`src/rtl/i2cam_pkg.sv`:
```
package i2cam_pkg;

   typedef enum logic [1:0] {
      AM_7BIT  = 2'd0,
      AM_10BIT = 2'd1,
      AM_FREE  = 2'd2
   } addr_mode_e;

   typedef struct packed {
      logic hit;
      logic gc;
   } cmp_res_t;

   function automatic addr_mode_e decode_mode(input logic free_fmt, input logic addr10);
      if (free_fmt)    return AM_FREE;
      else if (addr10) return AM_10BIT;
      else             return AM_7BIT;
   endfunction

endpackage

```
`src/rtl/i2cam_cmp.sv`:
```
module i2cam_cmp
   import i2cam_pkg::*;
#(
   parameter int                BYTE_W  = 8,
   parameter bit                GC_EN   = 1'b1,
   parameter logic [BYTE_W-1:0] GC_CODE = '0
) (
   input  addr_mode_e        mode,
   input  logic [BYTE_W-1:0] rx_byte,
   input  logic [BYTE_W-1:0] own_addr,
   output cmp_res_t          res
);

   localparam int HI = BYTE_W - 1;

   if (BYTE_W < 2) begin : g_bad_width
      $error("i2cam_cmp: BYTE_W must be at least 2");
   end

   logic eq_upper;
   logic eq_full;
   logic gc_seen;

   assign eq_upper = (rx_byte[HI:1] == own_addr[HI:1]);
   assign eq_full  = (rx_byte == own_addr);

   if (GC_EN) begin : g_gc_on
      assign gc_seen = (rx_byte == GC_CODE) && (mode != AM_FREE);
   end else begin : g_gc_off
      assign gc_seen = 1'b0;
   end

   always_comb begin
      res.gc = gc_seen;
      unique case (mode)
         AM_7BIT:  res.hit = eq_upper | gc_seen;
         AM_10BIT: res.hit = eq_full  | gc_seen;
         AM_FREE:  res.hit = 1'b1;
         default:  res.hit = 1'b0;
      endcase
   end

   always_comb begin
      a_r6_gc_implies_hit: assert (!res.gc || res.hit);
   end

endmodule

```
`src/rtl/i2cam_seq.sv`:
```
module i2cam_seq (
   input  logic clk,
   input  logic rst_n,
   input  logic start_det,
   input  logic stop_det,
   input  logic byte_vld,
   output logic first_pend,
   output logic eval,
   output logic clr
);

   assign clr  = start_det | stop_det;
   assign eval = byte_vld & first_pend & ~clr;

   always_ff @(posedge clk or negedge rst_n) begin
      if (!rst_n)         first_pend <= 1'b0;
      else if (start_det) first_pend <= 1'b1;
      else if (stop_det)  first_pend <= 1'b0;
      else if (byte_vld)  first_pend <= 1'b0;
   end

   a_r10_start_arms: assert property (@(posedge clk) disable iff (!rst_n)
      start_det |=> first_pend);
   a_r8_one_eval: assert property (@(posedge clk) disable iff (!rst_n)
      eval |=> !first_pend);
   a_r10_stop_disarms: assert property (@(posedge clk) disable iff (!rst_n)
      (stop_det && !start_det) |=> !first_pend);

endmodule

```
`src/rtl/i2c_addr_match.sv`:
```
module i2c_addr_match
   import i2cam_pkg::*;
#(
   parameter int                BYTE_W  = 8,
   parameter bit                GC_EN   = 1'b1,
   parameter logic [BYTE_W-1:0] GC_CODE = '0
) (
   input  logic              clk,
   input  logic              rst_n,
   input  logic              start_det,
   input  logic              stop_det,
   input  logic              byte_vld,
   input  logic [BYTE_W-1:0] rx_byte,
   input  logic [BYTE_W-1:0] own_addr,
   input  logic              free_fmt,
   input  logic              addr10_sel,
   output logic              addr_hit,
   output logic              gen_call,
   output logic              rd_wrn
);

   addr_mode_e mode;
   cmp_res_t   res;
   logic       first_pend;
   logic       eval;
   logic       clr;

   assign mode = decode_mode(free_fmt, addr10_sel);

   i2cam_seq u_seq (
      .clk        (clk),
      .rst_n      (rst_n),
      .start_det  (start_det),
      .stop_det   (stop_det),
      .byte_vld   (byte_vld),
      .first_pend (first_pend),
      .eval       (eval),
      .clr        (clr)
   );

   i2cam_cmp #(
      .BYTE_W  (BYTE_W),
      .GC_EN   (GC_EN),
      .GC_CODE (GC_CODE)
   ) u_cmp (
      .mode     (mode),
      .rx_byte  (rx_byte),
      .own_addr (own_addr),
      .res      (res)
   );

   always_ff @(posedge clk or negedge rst_n) begin
      if (!rst_n) begin
         addr_hit <= 1'b0;
         gen_call <= 1'b0;
         rd_wrn   <= 1'b0;
      end else if (clr) begin
         addr_hit <= 1'b0;
         gen_call <= 1'b0;
         rd_wrn   <= 1'b0;
      end else if (eval) begin
         addr_hit <= res.hit;
         gen_call <= res.gc;
         rd_wrn   <= rx_byte[0];
      end
   end

   a_r9_clear: assert property (@(posedge clk) disable iff (!rst_n)
      clr |=> (!addr_hit && !gen_call && !rd_wrn));
   a_r7_direction: assert property (@(posedge clk) disable iff (!rst_n)
      eval |=> (rd_wrn == $past(rx_byte[0])));
   a_r5_free_accepts: assert property (@(posedge clk) disable iff (!rst_n)
      (eval && free_fmt) |=> (addr_hit && !gen_call));
   a_r8_hold: assert property (@(posedge clk) disable iff (!rst_n)
      (!first_pend && !clr) |=> ($stable(addr_hit) && $stable(gen_call) && $stable(rd_wrn)));
   a_r6_gc_flag: assert property (@(posedge clk) disable iff (!rst_n)
      gen_call |-> addr_hit);

endmodule

```
`config.mk`:
```
export PLATFORM = sky130hd
export DESIGN_NAME = i2c_addr_match
export DESIGN_NICKNAME = d
export VERILOG_FILES = /design/src/rtl/i2cam_pkg.sv /design/src/rtl/i2cam_cmp.sv /design/src/rtl/i2cam_seq.sv /design/src/rtl/i2c_addr_match.sv
export SDC_FILE = /design/constraint.sdc
export NUM_CORES = 1
export LEC_CHECK = 0
export BUFFER_PORTS_ARGS = -buffer_cell sky130_fd_sc_hd__buf_4
export CELL_PAD_IN_SITES_DETAIL_PLACEMENT = 0
export CELL_PAD_IN_SITES_GLOBAL_PLACEMENT = 1
export CORE_UTILIZATION = 23
export DETAILED_ROUTE_END_ITERATION = 10
export PLACE_DENSITY_LB_ADDON = 0.12
export SETUP_SLACK_MARGIN = 0.5
export SYNTH_ARGS = -nofsm -noshare
export SYNTH_HDL_FRONTEND = slang
export SYNTH_SLANG_ARGS = --single-unit
```
`constraint.sdc`:
```
create_clock -name clk -period 1.5 [get_ports clk]
set_input_delay 0.075 -clock clk [delete_from_list [all_inputs] [get_ports clk]]
set_output_delay 0.075 -clock clk [all_outputs]
set_load 0.02 [all_outputs]
```
Yosys cells after proc, flatten, opt, wreduce, memory -nomap -nowiden

Index checks and enable logic that the tools add are counted.

Output and inout bits: 3
Bits in registers: 4

Equality and inequality tests: 5
Mux-type cells: 12
Bitwise operators: 6
Reductions and logical operators: 5

Operators with widths:

| operator                                             | number |
|---|---|
| two-way mux 1 bit                                    | 10 |
| equality test 8 bit                                  | 1 |
| logical NOT 8 bit                                    | 1 |
| equality test 7 bit                                  | 1 |
| bitwise OR 1 bit                                     | 3 |
| case mux 1 bit (3 select lines)                      | 1 |
| nonzero test 3 bit                                   | 1 |
| bitwise AND 1 bit                                    | 2 |
| equality test 2 x 1 -> 1 bit (second input constant) | 1 |
| equality test 2 bit (second input constant)          | 1 |
| logical NOT 2 bit                                    | 1 |
| two-way mux 2 bit                                    | 1 |
| != test 2 bit (second input constant)                | 1 |
| nonzero test 2 bit                                   | 1 |
| logical AND 1 bit                                    | 1 |
| NOT 1 bit                                            | 1 |

Depth between registers and ports, before layout

Gate-level depths: netlist (run 1).

Depth after elaboration: 8
Mapped depth: 4

Cells and area by module

From an unflattened synthesis (run 1), not the netlist that was laid out.

Cell total of the unflattened synthesis: 36
Area total of the unflattened synthesis: 319.1 um^2

Modules (own cells, without submodules):

| module         | cells an instance | area an instance (um^2) | times used |
|---|---|---|---|
| i2cam_cmp      | 20                | 140.1                   | 1 |
| i2c_addr_match | 10                | 122.6                   | 1 |
| i2cam_seq      | 6                 | 56.3                    | 1 |

Worst setup path after synthesis (run 1)

No wires, ideal clock.

Path kind: reg-to-reg
Start: register u_seq.first_pend
End: register addr_hit
Stages on the path, launching flop included: 5
Data arrival time: 999 ps
Setup time: 74 ps
Slack: 427 ps
Clock period less this slack: 1,073 ps
Buffers on the path: 0
Path through: dfrtp_1 > nand2_1 > nor2_1 > a2111o_1 > o21ai_2

Longest elaborated chain between the ends: 3

RTL lines:

| item                                | line                 | text |
|---|---|---|
| from (decl)                         | i2cam_seq.sv:7       | `output logic first_pend,` |
| from (signal assigned)              | i2cam_seq.sv:16      | `if (!rst_n) first_pend <= 1'b0;` |
| from (signal assigned)              | i2cam_seq.sv:17      | `else if (start_det) first_pend <= 1'b1;` |
| from (signal assigned)              | i2cam_seq.sv:18      | `else if (stop_det) first_pend <= 1'b0;` |
| bitwise AND 1 bit (2 in a row)      | i2cam_seq.sv:13      | `assign eval = byte_vld & first_pend & ~clr;` |
| nonzero test 2 bit (no source line) | -                    |  |
| to (signal assigned)                | i2c_addr_match.sv:62 | `addr_hit <= res.hit;` |
| to (decl)                           | i2c_addr_match.sv:17 | `output logic addr_hit,` |

No other way between the ends.
A chain may end at the register's enable or synchronous reset.

Worst setup path in the final report (run 1)

Ends and elaborated chain as after synthesis.

==> results.json, run 1 <==
{
  "crit_buf_inv": 0,
  "nets": 85,
  "cp.arrival_ns": 1.23,
  "num_rows": 12,
  "grt_pass1_vias": 342,
  "p_comb_frac": 0.320,
  "place_congestion": 0.706,
  "antenna_found_initial": 0,
  "worstSkewPairLatency_ns": 0.23,
  "hold_viol_final": 0,
  "finalWirelength_um": 973,
  "fin_crit_sh": 0.716,
  "place.port_buffers": 25,
  "cpMaxStageDelayCell": "dfrtp_1",
  "syn_nets": 53,
  "synth_seq_cells": 4,
  "die_x_um": 38.4,
  "worstSetupPathType": "flop to flop",
  "grt_pass1_wl_um": 1400,
  "cp_max_fo": 4,
  "htree_num_levels": 1,
  "cts_buffers": 3,
  "intPower_mw": 0.268,
  "ant_nets": 0,
  "cp-end-kind": "flop",
  "swShare": 0.256,
  "yosys_warnings": 0,
  "power_density_nw_per_um2": 626,
  "dr.pass1.iters": 4,
  "cp-start-kind": "flop",
  "yosys-top-cells-area": "dfrtp_1 (33%), xnor2_1 (17%), nor4_4 (7.0%)",
  "rsz0062_at_grt": "yes",
  "yosysTopAreaCellShare": 0.328,
  "setup_violations": 0,
  "nFillCells": 122,
  "gr-total-overflow": 0,
  "grt_start_max_net_pins": 6,
  "syn_area_sq_um": 305,
  "worstPathCellList": "nand2_4 > nor4_4 > nand4_1 > o21ai_2",
  "die_height_um": 38.4,
  "fin_ws_ns": 0.426,
  "ir_drop_v": 0.000386,
  "fmax_mhz": 931,
  "avgSynthCellArea_sq_um": 10.2,
  "ios": 26,
  "dieArea_sq_um": 1480,
  "via_count": 341,
  "leakage_nw": 0.256,
  "min_path_type": "input port to flop",
  "wire_per_inst_um": 13.1,
  "root_buffer": "clkbuf_4",
  "core-area_sq_um": 1170,
  "fin_cells": 74,
  "final.setup.tns_ns": 0,
  "relSlewSlack": 0.824,
  "syn_inst": 30,
  "antenna_cells": 0,
  "avgViaCountPerCell": 4.61,
  "drt_iter0_drc": 8,
  "finalMaxSlewViolations": 0,
  "drc": 0,
  "cts_tree": "built",
  "clockBufferDepth": 2,
  "synth.distinct_cells": 17,
  "finalClockSkew_ns": 0.00420,
  "status": "completed",
  "yosys.area.top_type": "dfrtp_1",
  "drive_above_1_share": 0.600,
  "period_needed_ns": 1.07,
  "place_ws_ns": 0.346,
  "dp_cells": 69,
  "p_switching_mw": 0.0922,
  "clkSlewWorstSetupHoldPaths_ns": 0.04,
  "yosysSeqAreaShare": 0.328,
  "crit_family": "simple AND/OR/NAND/NOR gates",
  "worst_slew_pin_slew_ns": 0.262,
  "grt_util_all_layers": 0.143,
  "area_growth_pct": 88.5,
  "clock_power_share": 0.360,
  "hold_ws_ns": 0.0609,
  "clock-sinks": 4,
  "initial_core_util": 0.261,
  "drv_cap": 0,
  "p_seq_frac": 0.320,
  "required_ns": 1.66,
  "hpwl_um": 835,
  "max_stage_delay_ns": 0.39
}
cells in the mapped netlist:
cell type  instances
a2111o_1           1
nor4_4             1
nand4_1            2
nor2_1             1
a21oi_1            1
o21ai_2            1
nor3_1             2
mux2i_1            1
nor4_1             1
nor4_2             1
xor2_1             2
nand2_1            3
nor3b_1            1
a32oi_1            1
dfrtp_1            4
or2_2              1
xnor2_1            6
repair_timing:
item / CTS / global route
resized for setup: 1 / 2
hold buffers: 1 / 0
endpoints found under the setup margin: 1 / 2
endpoints found under the hold margin: 4 / 0
gates cloned: 0 / 0
pin swaps: 0 / 2
setup buffers: 0 / 1
placed cells by master (no fill, tap or decap), types with 2 or more instances in the layout:
cell type	n
nor4_4	2
nand2_1	2
xor2_1	2
dfrtp_1	4
clkbuf_4	3
xnor2_1	6
buf_4	26
nand4_1	2
nor3_1	2
sequential cells by signal, summed over array words and instances (netlist names):
name	flops
rd_wrn	1
u_seq.first_pend	1
gen_call	1
addr_hit	1
metal layers:
layer,GRT usage,wire [um],vias to the layer above,share of wire
met4,0.0776,0,0,0
met5,0,0,-,0
met3,0.0174,46,0,0.047
met1,0.166,388,155,0.40
met2,0.250,537,14,0.55
li1,-,-,172,-
through the flow:
stage	util	power, mW	instance area [sq um]
CTS	0.473	0.359	554
global placement	0.440	0.218	515
global route	0.491	0.384	576
detailed placement	0.440	0.221	515
finish	0.491	0.360	576
floorplan	-	0.151	310
area by class of cell:
cell class | count | area, sq um | area share
Multi-Input combinational cell | 26 | 230 | 0.400
Sequential cell | 4 | 100 | 0.174
Tap cell | 14 | 17.5 | 0.0304
Clock buffer | 3 | 22.5 | 0.0391
Timing Repair Buffer | 27 | 205 | 0.357
final timing paths:
| path | from | endpoint | slack (ns) | depth (start not counted) |
|---|---|---|---|---|
| max in group asynchronous | rst_n | u_seq.first_pend | 1.22 | 2 |
| worst max register to register | u_seq.first_pend | addr_hit | 0.43 | 4 |
| min in group asynchronous | rst_n | gen_call | 0.18 | 2 |
| worst max-delay path | u_seq.first_pend | addr_hit | 0.43 | 4 |
| worst min register to register | gen_call | gen_call | 0.62 | 2 |
| worst min-delay path | start_det | gen_call | 0.06 | 2 |
cells by family after synthesis:
group / synth area share
xor+xnor: 0.230
simple gates: 0.299
flops: 0.328
mux: 0.0328
compound gates: 0.111
power by group through the flow:
| stage | sequential, mW | clock, mW | combinational, mW |
|---|---|---|---|
| after floorplan | 0.118 | 0 | 0.0335 |
| after global placement | 0.116 | 0 | 0.102 |
| after detailed placement | 0.116 | 0 | 0.105 |
| after CTS | 0.115 | 0.135 | 0.109 |
| after global routing | 0.115 | 0.145 | 0.124 |
| final | 0.115 | 0.130 | 0.115 |
worst reg2reg max path: stages (launching register included):
cell and delay (ns):
dfrtp_1 0.39, nand2_4 0.09, nor4_4 0.22, nand4_1 0.16
o21ai_2 0.14
No activity file was read; power rests on OpenSTA's default activity.
==> run 2: changes to the inputs <==
clock period = 1 ns   (was 1.5 ns; I/O delays follow)
==> run 2 against run 1 <==
- the flow now finishes with violations (setup timing)
- critical endpoint unchanged
- largest cell class is now buffers
- critical path depth is the same
- hold slack got worse by 0.044 ns
- utilization grew 4.9 points
- via count is 10% higher
- final area grew 10%
- fmax up 4.4%
- die area stayed put
- critical path type unchanged
- global-route usage grew 0.79 points
- sequential share of layout area shrank 1.6 points
==> results.json, run 2 (synthesis gave the netlist of run 1 again) <==
{
  "status": "finished with violations",
  "violations": "setup timing",
  "cp-end-kind": "flop",
  "grt_start_max_net_pins": 6,
  "final_cell_mix": "buf_4 (30), xnor2_1 (6), dfrtp_1 (4)",
  "drv_cap": 0,
  "clock-sinks": 4,
  "cp-start-kind": "flop",
  "fin_ws_ns": -0.0285,
  "worstSkewPairLatency_ns": 0.24,
  "worstPathCellList": "nand2_2 > nor2_2 > a2111o_1 > o21ai_2",
  "initial_core_util": 0.261,
  "place_congestion": 0.816,
  "gr-total-overflow": 0,
  "ir_drop_v": 0.000637,
  "via_count": 376,
  "required_ns": 1.17,
  "relSlewSlack": 0.797,
  "place.port_buffers": 25,
  "ant_nets": 0,
  "worstSetupPathType": "flop to flop",
  "grt_util_all_layers": 0.151,
  "die_x_um": 38.4,
  "postCtsSetupBuffers": 0,
  "cpMaxStageDelayCell": "dfrtp_1",
  "max_stage_delay_ns": 0.38,
  "core-area_sq_um": 1170,
  "crit_family": "compound AO/OA/AOI/OAI gates",
  "antenna_found_initial": 0,
  "avgViaCountPerCell": 4.64,
  "hold_viol_final": 0,
  "min_path_type": "input port to flop",
  "setup_violations": 1,
  "grt_pass1_vias": 377,
  "fmax_mhz": 972,
  "dp_cells": 77,
  "rsz0062_at_grt": "yes",
  "cts_tree": "built",
  "drt_iter0_drc": 1,
  "power_density_nw_per_um2": 890,
  "antenna_cells": 0,
  "fin_cells": 81,
  "clockBufferDepth": 2,
  "clkSlewWorstSetupHoldPaths_ns": 0.04,
  "finalClockSkew_ns": 0.00342,
  "finalMaxSlewViolations": 0,
  "grt_pass1_wl_um": 1460,
  "period_needed_ns": 1.03,
  "nets": 92,
  "root_buffer": "clkbuf_4",
  "finalWirelength_um": 899,
  "drc": 0,
  "num_rows": 12,
  "ios": 26,
  "cp.arrival_ns": 1.20,
  "dieArea_sq_um": 1480,
  "htree_num_levels": 1,
  "area_growth_pct": 107,
  "worst_slew_pin_slew_ns": 0.302,
  "hpwl_um": 800,
  "final.setup.tns_ns": -0.0285,
  "cp_max_fo": 3,
  "wire_per_inst_um": 11.1,
  "die_height_um": 38.4,
  "dr.pass1.iters": 4,
  "fin_crit_sh": 1.03,
  "cts_buffers": 3,
  "leakage_nw": 0.288,
  "crit_buf_inv": 0,
  "layout_commonest_cell": "buf_4",
  "drive_above_1_share": 0.657
}
## run 2: cell count changes in the layout (fill, tap and decap cells not counted), sizes merged
cell	delta
buf	+7
## run 2: repair_timing
action	CTS	global route
endpoints found under the setup margin	7	7
resized for setup	3	1
endpoints found under the hold margin	4	0
pin swaps	1	1
hold buffers	1	0
## run 2: layout make-up
cell class / instances / area (sq um)
well taps: 14 / 17.5
multi-input cells: 26 / 224
clock buffers: 3 / 22.5
fillers: 116 / 538
repair buffers: 34 / 269
flip-flops and latches: 4 / 100
## run 2: through the flow
step           utilization  setup slack [ns]  area, sq um  hold WS [ns]  total power, mW
5_1_grt              0.541           -0.0666          633        0.0147            0.601
4_1_cts              0.535           -0.0230          627       0.00456            0.572
3_3_place_gp         0.498            -0.107          583        -0.153            0.352
2_1_floorplan            -          -0.00115          318        -0.246            0.229
6_report             0.541           -0.0285          633        0.0169            0.563
3_5_place_dp         0.498            -0.167          583        -0.152            0.357
## run 2: layer usage
layer  vias up  wire [um]  track usage
met1       167        360        0.157
met5         -          0            0
li1        186          -            -
met4         0         12       0.0776
met3         2         77       0.0698
met2        21        448        0.250
## run 2: worst paths after layout
| kind | startpoint | endpoint | slack, ns | depth (start not counted) |
|---|---|---|---|---|
| worst max-delay path | u_seq.first_pend | addr_hit | -0.03 | 4 |
| worst min-delay path | start_det | rd_wrn | 0.02 | 2 |
| worst min register to register | rd_wrn | rd_wrn | 0.61 | 2 |
| min in group asynchronous | rst_n | u_seq.first_pend | 0.14 | 2 |
| max in group asynchronous | rst_n | rd_wrn | 0.76 | 2 |
| worst max register to register | u_seq.first_pend | addr_hit | -0.03 | 4 |
## run 2: where the power goes
| part | internal, mW | switching, mW | total [mW] |
|---|---|---|---|
| sequential | 0.168 | 0.00356 | 0.172 |
| combinational | 0.118 | 0.0709 | 0.189 |
| clock | 0.134 | 0.0681 | 0.202 |
